### config.mk
export PLATFORM = sky130hd
export DESIGN_NAME = operandBypassUnit
export DESIGN_NICKNAME = d
export VERILOG_FILES = /design/src/rtl/bypassPkg.sv /design/src/rtl/bypassControl.sv /design/src/rtl/bypassDatapath.sv /design/src/rtl/operandBypassUnit.sv
export SDC_FILE = /design/constraint.sdc
export NUM_CORES = 1
export LEC_CHECK = 0
export ABC_CLOCK_PERIOD_IN_PS = 1700
export BUFFER_PORTS_ARGS = -buffer_cell sky130_fd_sc_hd__buf_2
export CAP_MARGIN = 20
export CORE_AREA = 2 2 87 89
export DETAILED_ROUTE_END_ITERATION = 6
export DIE_AREA = 0 0 89 91
export PLACE_DENSITY = 0.73
export REMOVE_ABC_BUFFERS = 1
export SLEW_MARGIN = 25
export SYNTH_ARGS = -nofsm -noshare
export SYNTH_HDL_FRONTEND = slang
export SYNTH_SLANG_ARGS = --single-unit
### constraint.sdc
create_clock -name vclk -period 1.7
set_input_delay 0.17 -clock vclk [all_inputs]
set_output_delay 0.17 -clock vclk [all_outputs]
set_load 0.03 [all_outputs]
### src/rtl/bypassPkg.sv
package bypassPkg;
  localparam int NUM_OPS = 2;

  // Operand source codes
  localparam logic [1:0] SEL_RF    = 2'b00;
  localparam logic [1:0] SEL_EXMEM = 2'b01;
  localparam logic [1:0] SEL_MEMWB = 2'b10;

  // Strobes from control to datapath, one lane per operand
  typedef struct packed {
    logic [NUM_OPS-1:0][1:0] sel;
    logic [NUM_OPS-1:0]      forceZero;
  } bypassStrobes_t;
endpackage

### src/rtl/bypassControl.sv
module bypassControl
  import bypassPkg::*;
#(
  parameter int REG_W = 5
) (
  input  logic [NUM_OPS-1:0][REG_W-1:0] srcRegs,
  input  logic                          exMemValid,
  input  logic                          exMemWrite,
  input  logic [REG_W-1:0]              exMemDest,
  input  logic                          memWbValid,
  input  logic                          memWbWrite,
  input  logic [REG_W-1:0]              memWbDest,
  output bypassStrobes_t                strobes
);
  localparam logic [REG_W-1:0] ZERO_REG = '0;

  // A stage may feed a value only if it really writes a nonzero register
  logic exMemLive;
  logic memWbLive;
  assign exMemLive = exMemValid && exMemWrite && (exMemDest != ZERO_REG);
  assign memWbLive = memWbValid && memWbWrite && (memWbDest != ZERO_REG);

  for (genvar op = 0; op < NUM_OPS; op++) begin : g_lane
    logic hitExMem;
    logic hitMemWb;
    logic isZero;
    assign isZero   = (srcRegs[op] == ZERO_REG);
    assign hitExMem = exMemLive && (exMemDest == srcRegs[op]);
    assign hitMemWb = memWbLive && (memWbDest == srcRegs[op]);

    always_comb begin
      strobes.forceZero[op] = isZero;
      if (isZero)        strobes.sel[op] = SEL_RF;
      else if (hitExMem) strobes.sel[op] = SEL_EXMEM;  // younger wins
      else if (hitMemWb) strobes.sel[op] = SEL_MEMWB;
      else               strobes.sel[op] = SEL_RF;
    end
  end
endmodule

### src/rtl/bypassDatapath.sv
module bypassDatapath
  import bypassPkg::*;
#(
  parameter int DATA_W = 32
) (
  input  bypassStrobes_t                 strobes,
  input  logic [NUM_OPS-1:0][DATA_W-1:0] rfData,
  input  logic [DATA_W-1:0]              exMemResult,
  input  logic [DATA_W-1:0]              memWbResult,
  output logic [NUM_OPS-1:0][DATA_W-1:0] operands
);
  for (genvar op = 0; op < NUM_OPS; op++) begin : g_mux
    always_comb begin
      unique case (strobes.sel[op])
        SEL_EXMEM: operands[op] = exMemResult;
        SEL_MEMWB: operands[op] = memWbResult;
        default:   operands[op] = strobes.forceZero[op] ? '0 : rfData[op];
      endcase
    end
  end
endmodule

### src/rtl/operandBypassUnit.sv
module operandBypassUnit
  import bypassPkg::*;
#(
  parameter int DATA_W = 32,
  parameter int REG_W  = 5
) (
  input  logic              clk,
  input  logic              rstN,
  input  logic [REG_W-1:0]  srcRegA,
  input  logic [REG_W-1:0]  srcRegB,
  input  logic              exMemValid,
  input  logic              exMemWrite,
  input  logic [REG_W-1:0]  exMemDest,
  input  logic [DATA_W-1:0] exMemResult,
  input  logic              memWbValid,
  input  logic              memWbWrite,
  input  logic [REG_W-1:0]  memWbDest,
  input  logic [DATA_W-1:0] memWbResult,
  input  logic [DATA_W-1:0] rfDataA,
  input  logic [DATA_W-1:0] rfDataB,
  output logic [DATA_W-1:0] operandA,
  output logic [DATA_W-1:0] operandB,
  output logic [1:0]        selA,
  output logic [1:0]        selB
);
  bypassStrobes_t                 strobes;
  logic [NUM_OPS-1:0][REG_W-1:0]  srcRegs;
  logic [NUM_OPS-1:0][DATA_W-1:0] rfData;
  logic [NUM_OPS-1:0][DATA_W-1:0] operands;

  assign srcRegs = {srcRegB, srcRegA};
  assign rfData  = {rfDataB, rfDataA};

  bypassControl #(.REG_W(REG_W)) u_ctrl (
    .srcRegs   (srcRegs),
    .exMemValid(exMemValid),
    .exMemWrite(exMemWrite),
    .exMemDest (exMemDest),
    .memWbValid(memWbValid),
    .memWbWrite(memWbWrite),
    .memWbDest (memWbDest),
    .strobes   (strobes)
  );

  bypassDatapath #(.DATA_W(DATA_W)) u_dp (
    .strobes    (strobes),
    .rfData     (rfData),
    .exMemResult(exMemResult),
    .memWbResult(memWbResult),
    .operands   (operands)
  );

  assign operandA = operands[0];
  assign operandB = operands[1];
  assign selA     = strobes.sel[0];
  assign selB     = strobes.sel[1];
endmodule

Word level (Yosys, flattened, before mapping)

Index checks and enable logic that the tools add are counted.

Equal/unequal tests: 8
Reductions and logical operators: 12
Muxes and demuxes: 10

Operator list:

| operator                                      | count |
|---|---|
| case mux 32 bit (2 select lines)              | 2 |
| two-way mux 32 bit                            | 2 |
| == test 5 bit                                 | 4 |
| two-way mux 2 bit                             | 6 |
| zero test 5 bit                               | 2 |
| nonzero test 5 bit                            | 2 |
| logical AND 1 bit                             | 8 |
| == test 2 x 1 -> 1 bit, second input constant | 2 |
| == test 2 bit, second input constant          | 2 |

Input port bits: 154
Register bits after elaboration: 0
Output and inout port bits: 68

Longest topological paths before layout

Depth after elaboration: 8
Mapped depth: 7
Depth with buffers taken out: 6

Cells and area by module

From an unflattened synthesis, not the netlist that was laid out.

Cell total of the unflattened synthesis: 206
Area total of the unflattened synthesis: 2,047.0 µm²

By module, submodules not included:

| module         | times used | seq. area each (µm²) | cells each | area an instance (µm²) |
|---|---|---|---|---|
| bypassDatapath | 1          | 0.0                  | 166        | 1,741.7 |
| bypassControl  | 1          | 0.0                  | 40         | 305.3 |

Worst setup path before layout

OpenSTA, ideal clock, no wires.

Path kind: in2out
Start: in exMemDest[1]
End: out selA[1]
Stages on the path: 6
Arrival: 2.099 ns
Setup slack: -0.569 ns
Buffers on the path: 2
Cells stage by stage: nor3_1 > nand2_1 > and3_1 > clkbuf_1 > clkbuf_1 > nor4_1

Cells in the longest elaborated chain, start to end: 5
Elaborated cells on any way between the ends: 6

RTL lines:

| element               | line                    | text |
|---|---|---|
| start, declared       | operandBypassUnit.sv:13 | `input logic [REG_W-1:0] exMemDest,` |
| nonzero test 5 bit    | bypassControl.sv:20     | `assign exMemLive = exMemValid && exMemWrite && (exMemDest != ZERO_REG);` |
| logical AND 1 bit     | bypassControl.sv:20     |  |
| logical AND 1 bit (*) | bypassControl.sv:28     | `assign hitExMem = exMemLive && (exMemDest == srcRegs[op]);` |
| two-way mux 2 bit (*) | bypassControl.sv:34     | `else if (hitExMem) strobes.sel[op] = SEL_EXMEM;` |
| two-way mux 2 bit (*) | bypassControl.sv:33     | `if (isZero) strobes.sel[op] = SEL_RF;` |
| end, declared         | operandBypassUnit.sv:23 | `output logic [1:0] selA,` |

Mark *: on every way between the ends. The rest lies on a longest branch, timed or not.

Worst setup path after layout

Start: in memWbDest[0]
End: out operandA[0]

Cells in the longest elaborated chain, start to end: 8
Elaborated cells on any way between the ends: 10

RTL lines:

| element                                                        | line                    | text |
|---|---|---|
| start, declared                                                | operandBypassUnit.sv:17 | `input logic [REG_W-1:0] memWbDest,` |
| nonzero test 5 bit                                             | bypassControl.sv:21     | `assign memWbLive = memWbValid && memWbWrite && (memWbDest != ZERO_REG);` |
| logical AND 1 bit                                              | bypassControl.sv:21     |  |
| logical AND 1 bit (*)                                          | bypassControl.sv:29     | `assign hitMemWb = memWbLive && (memWbDest == srcRegs[op]);` |
| two-way mux 2 bit (*)                                          | bypassControl.sv:35     | `else if (hitMemWb) strobes.sel[op] = SEL_MEMWB;` |
| two-way mux 2 bit (*)                                          | bypassControl.sv:34     |  |
| two-way mux 2 bit (*)                                          | bypassControl.sv:33     |  |
| == test 2 bit / == test 2 x 1 -> 1 bit (equally long branches) | bypassDatapath.sv:14    | `unique case (strobes.sel[op])` |
| case mux 32 bit (2 select lines) (*)                           | bypassDatapath.sv:14    |  |
| end, declared                                                  | operandBypassUnit.sv:21 | `output logic [DATA_W-1:0] operandA,` |

Marks and branches as above.

==> impl_metrics.env <==
export IMPL_hold_viol=0
export IMPL_final_setup_worst_slack_ns=-0.448
export IMPL_firstDrtPassIters=5
export IMPL_grt_ovfl_total=0
export IMPL_swShare_pct=49.4
export IMPL_fin_hold_ws_ns=0.682
export IMPL_cp_start_kind="primary input"
export IMPL_portBuffers=220
export IMPL_route_detailed_drc=0
export IMPL_run_status="finished with violations"
export IMPL_drive_gt1_share_pct=68.8
export IMPL_grt_total_usage_pct=21.3
export IMPL_p_int_uw=537
export IMPL_hold_path_class="in2out"
export IMPL_synth_top_cell_area_share_pct=40.6
export IMPL_cts_hold_fix_buffers=0
export IMPL_fmax_ghz=0.466
export IMPL_slew_violations=0
export IMPL_crit_chain="buf_6 -> or4_4 -> o21bai_4 -> nor4_2 -> buf_4 -> nor2b_4 -> buf_6 -> a221o_1 -> buf_6"
export IMPL_place_congestion=0.869
export IMPL_regArea_um2=0
export IMPL_tightest_slew_ns=0.600
export IMPL_nets=601
export IMPL_total_power_mw=1.06
export IMPL_wirelength_um=9840
export IMPL_synth_area_top_cells="a221o_1 (41%), and2_1 (14%), and3_1 (11%)"
export IMPL_drt_vias_per_instance=5.28
export IMPL_drtIter0Drc=120
export IMPL_layout_commonest_cell="buf_2"
export IMPL_area_growth_syn_to_layout_pct=141
export IMPL_path_common_cell="buf_6"
export IMPL_p_leak_nw=1.90
export IMPL_coreArea_um2=7140
export IMPL_synth_area_um2=1580
export IMPL_initial_core_util_pct=22.1
export IMPL_power_frac_seq_pct=0
export IMPL_fp_dieH_um=91
export IMPL_violations="negative setup slack"
export IMPL_crit_slowest_cell="or4_4"
export IMPL_cp_max_fo=10
export IMPL_dieArea_um2=8100
export IMPL_period_share_pct=126
export IMPL_cap_violations=0
export IMPL_seq_cell_count=0
export IMPL_power_switching_uw=524
export IMPL_p_per_area_nw_per_um2=279
export IMPL_grt_first_pass_wirelength_um=14100
export IMPL_ir_drop_v=0.000136
export IMPL_arrival_ns=1.98
export IMPL_yosys_warnings=0
export IMPL_dr_total_vias=2880
export IMPL_end_kind="primary output"
export IMPL_clkPwrFrac_pct=0
export IMPL_synth_top_area_cell="a221o_1"
export IMPL_tns_ns=-26.34
export IMPL_syn_area_per_cell_um2=7.66
export IMPL_layout_common_cells="buf_2 (146), buf_6 (85), a221o_1 (64), and2_1 (34), buf_4 (24)"
export IMPL_max_slew_margin_pct=59.7
export IMPL_cp_buffers_inverters=4
export IMPL_rows=31
export IMPL_synth_seq_area_share_pct=0
export IMPL_synth_cells=206
export IMPL_ios=222
export IMPL_antenna_found_initial=1
export IMPL_worstSetupPathType="in2out"
export IMPL_wl_per_cell_um=18.0
export IMPL_power_frac_comb_pct=100.0
export IMPL_setup_viol_count_final=65
export IMPL_synthDistinctLibCells=24
export IMPL_ant_nets=0
export IMPL_critPathTopFamily="simple AND/OR/NAND/NOR gates"
export IMPL_clock_buffers=0
export IMPL_die_width_um=89
export IMPL_post_dp_hpwl_um=6960
export IMPL_max_stage_delay_ns=0.56
export IMPL_rsz0062_at_grt="yes"
export IMPL_worstPathRequired_ns=1.53
export IMPL_min_period_ns=2.15
export IMPL_grt_max_degree=34
export IMPL_grt_pass1_vias=2919
==> power by group through the flow <==
| stage | clock network [mW] | logic, mW | registers, mW |
|---|---|---|---|
| 5_1_grt | 0 | 1.12 | 0 |
| 2_1_floorplan | 0 | 0.436 | 0 |
| 4_1_cts | 0 | 1.00 | 0 |
| 6_report | 0.0000000786 | 1.06 | 0 |
| 3_5_place_dp | 0 | 0.823 | 0 |
| 3_3_place_gp | 0 | 0.811 | 0 |
==> cell usage after synthesis <==
| master | instances |
|---|---|
| o21ai_0 | 1 |
| buf_6 | 6 |
| nor2_4 | 1 |
| nor4b_1 | 3 |
| a221o_1 | 64 |
| inv_2 | 1 |
| clkbuf_1 | 12 |
| nor2_2 | 1 |
| nor3_2 | 1 |
| xnor2_1 | 10 |
| buf_2 | 6 |
| or4_4 | 1 |
| nand2_1 | 6 |
| nand3_1 | 4 |
| xor2_1 | 10 |
| nor2_1 | 4 |
| nor4_2 | 1 |
| or4_1 | 2 |
| and3_1 | 28 |
| nor2b_1 | 1 |
| o21bai_4 | 1 |
| nor4_1 | 5 |
| and2_1 | 35 |
| nor3_1 | 2 |
==> cell families (layout without fill, tap and decap cells) <==
family / after synthesis / after routing / synth area share, %
xor+xnor: 20 / 20 / 11.1
compound gates: 66 / 66 / 42.1
simple gates: 95 / 95 / 37.5
buf+inv: 25 / 264 / 9.28
other cells: 0 / 1 / 0
==> worst paths after layout <==
| path | start | to | slack (ns) | cells past startpoint |
|---|---|---|---|---|
| worst min-delay path | rfDataA[24] | operandA[24] | 0.68 | 3 |
| worst max-delay path | memWbDest[0] | operandA[0] | -0.45 | 9 |
==> routing by layer <==
metal,track usage [%],vias up,part of all wire [%]
met5,0,-,0
met4,3.73,0,1.8
met3,2.09,22,8.1
met2,40.9,172,53
met1,25.0,1352,37
li1,-,1334,-
==> tightest hold or removal path, cell delays in order <==
cell and delay, ns:
buf_2 0.07, a221o_1 0.14, buf_6 0.13
==> repair_timing <==
| item | 4_1_cts | 5_1_grt |
|---|---|---|
| endpoints found under the setup margin | 67 | 68 |
| buffers inserted | 9 | 2 |
| cloned | 1 | 2 |
| gates resized for setup | 161 | 51 |
| pin swaps | 10 | 8 |
==> area by class of cell <==
class	instances	area, um^2
Timing Repair Buffer	263	2020
Multi-Input combinational cell	181	1650
Fill cell	661	3330
Antenna cell	1	2.50
Inverter	1	3.75
Tap cell	99	124
==> through the flow <==
step	instances	utilization (%)	setup slack (ns)	instance area, um^2
after global placement	534	41.6	-0.521	2970
after CTS	544	50.5	-0.416	3600
final	545	53.3	-0.448	3800
after detailed placement	534	41.6	-0.587	2970
after floorplan	182	-	-1.55	1440
after global routing	544	53.2	-0.525	3800
(Power assumes the default switching activity.)
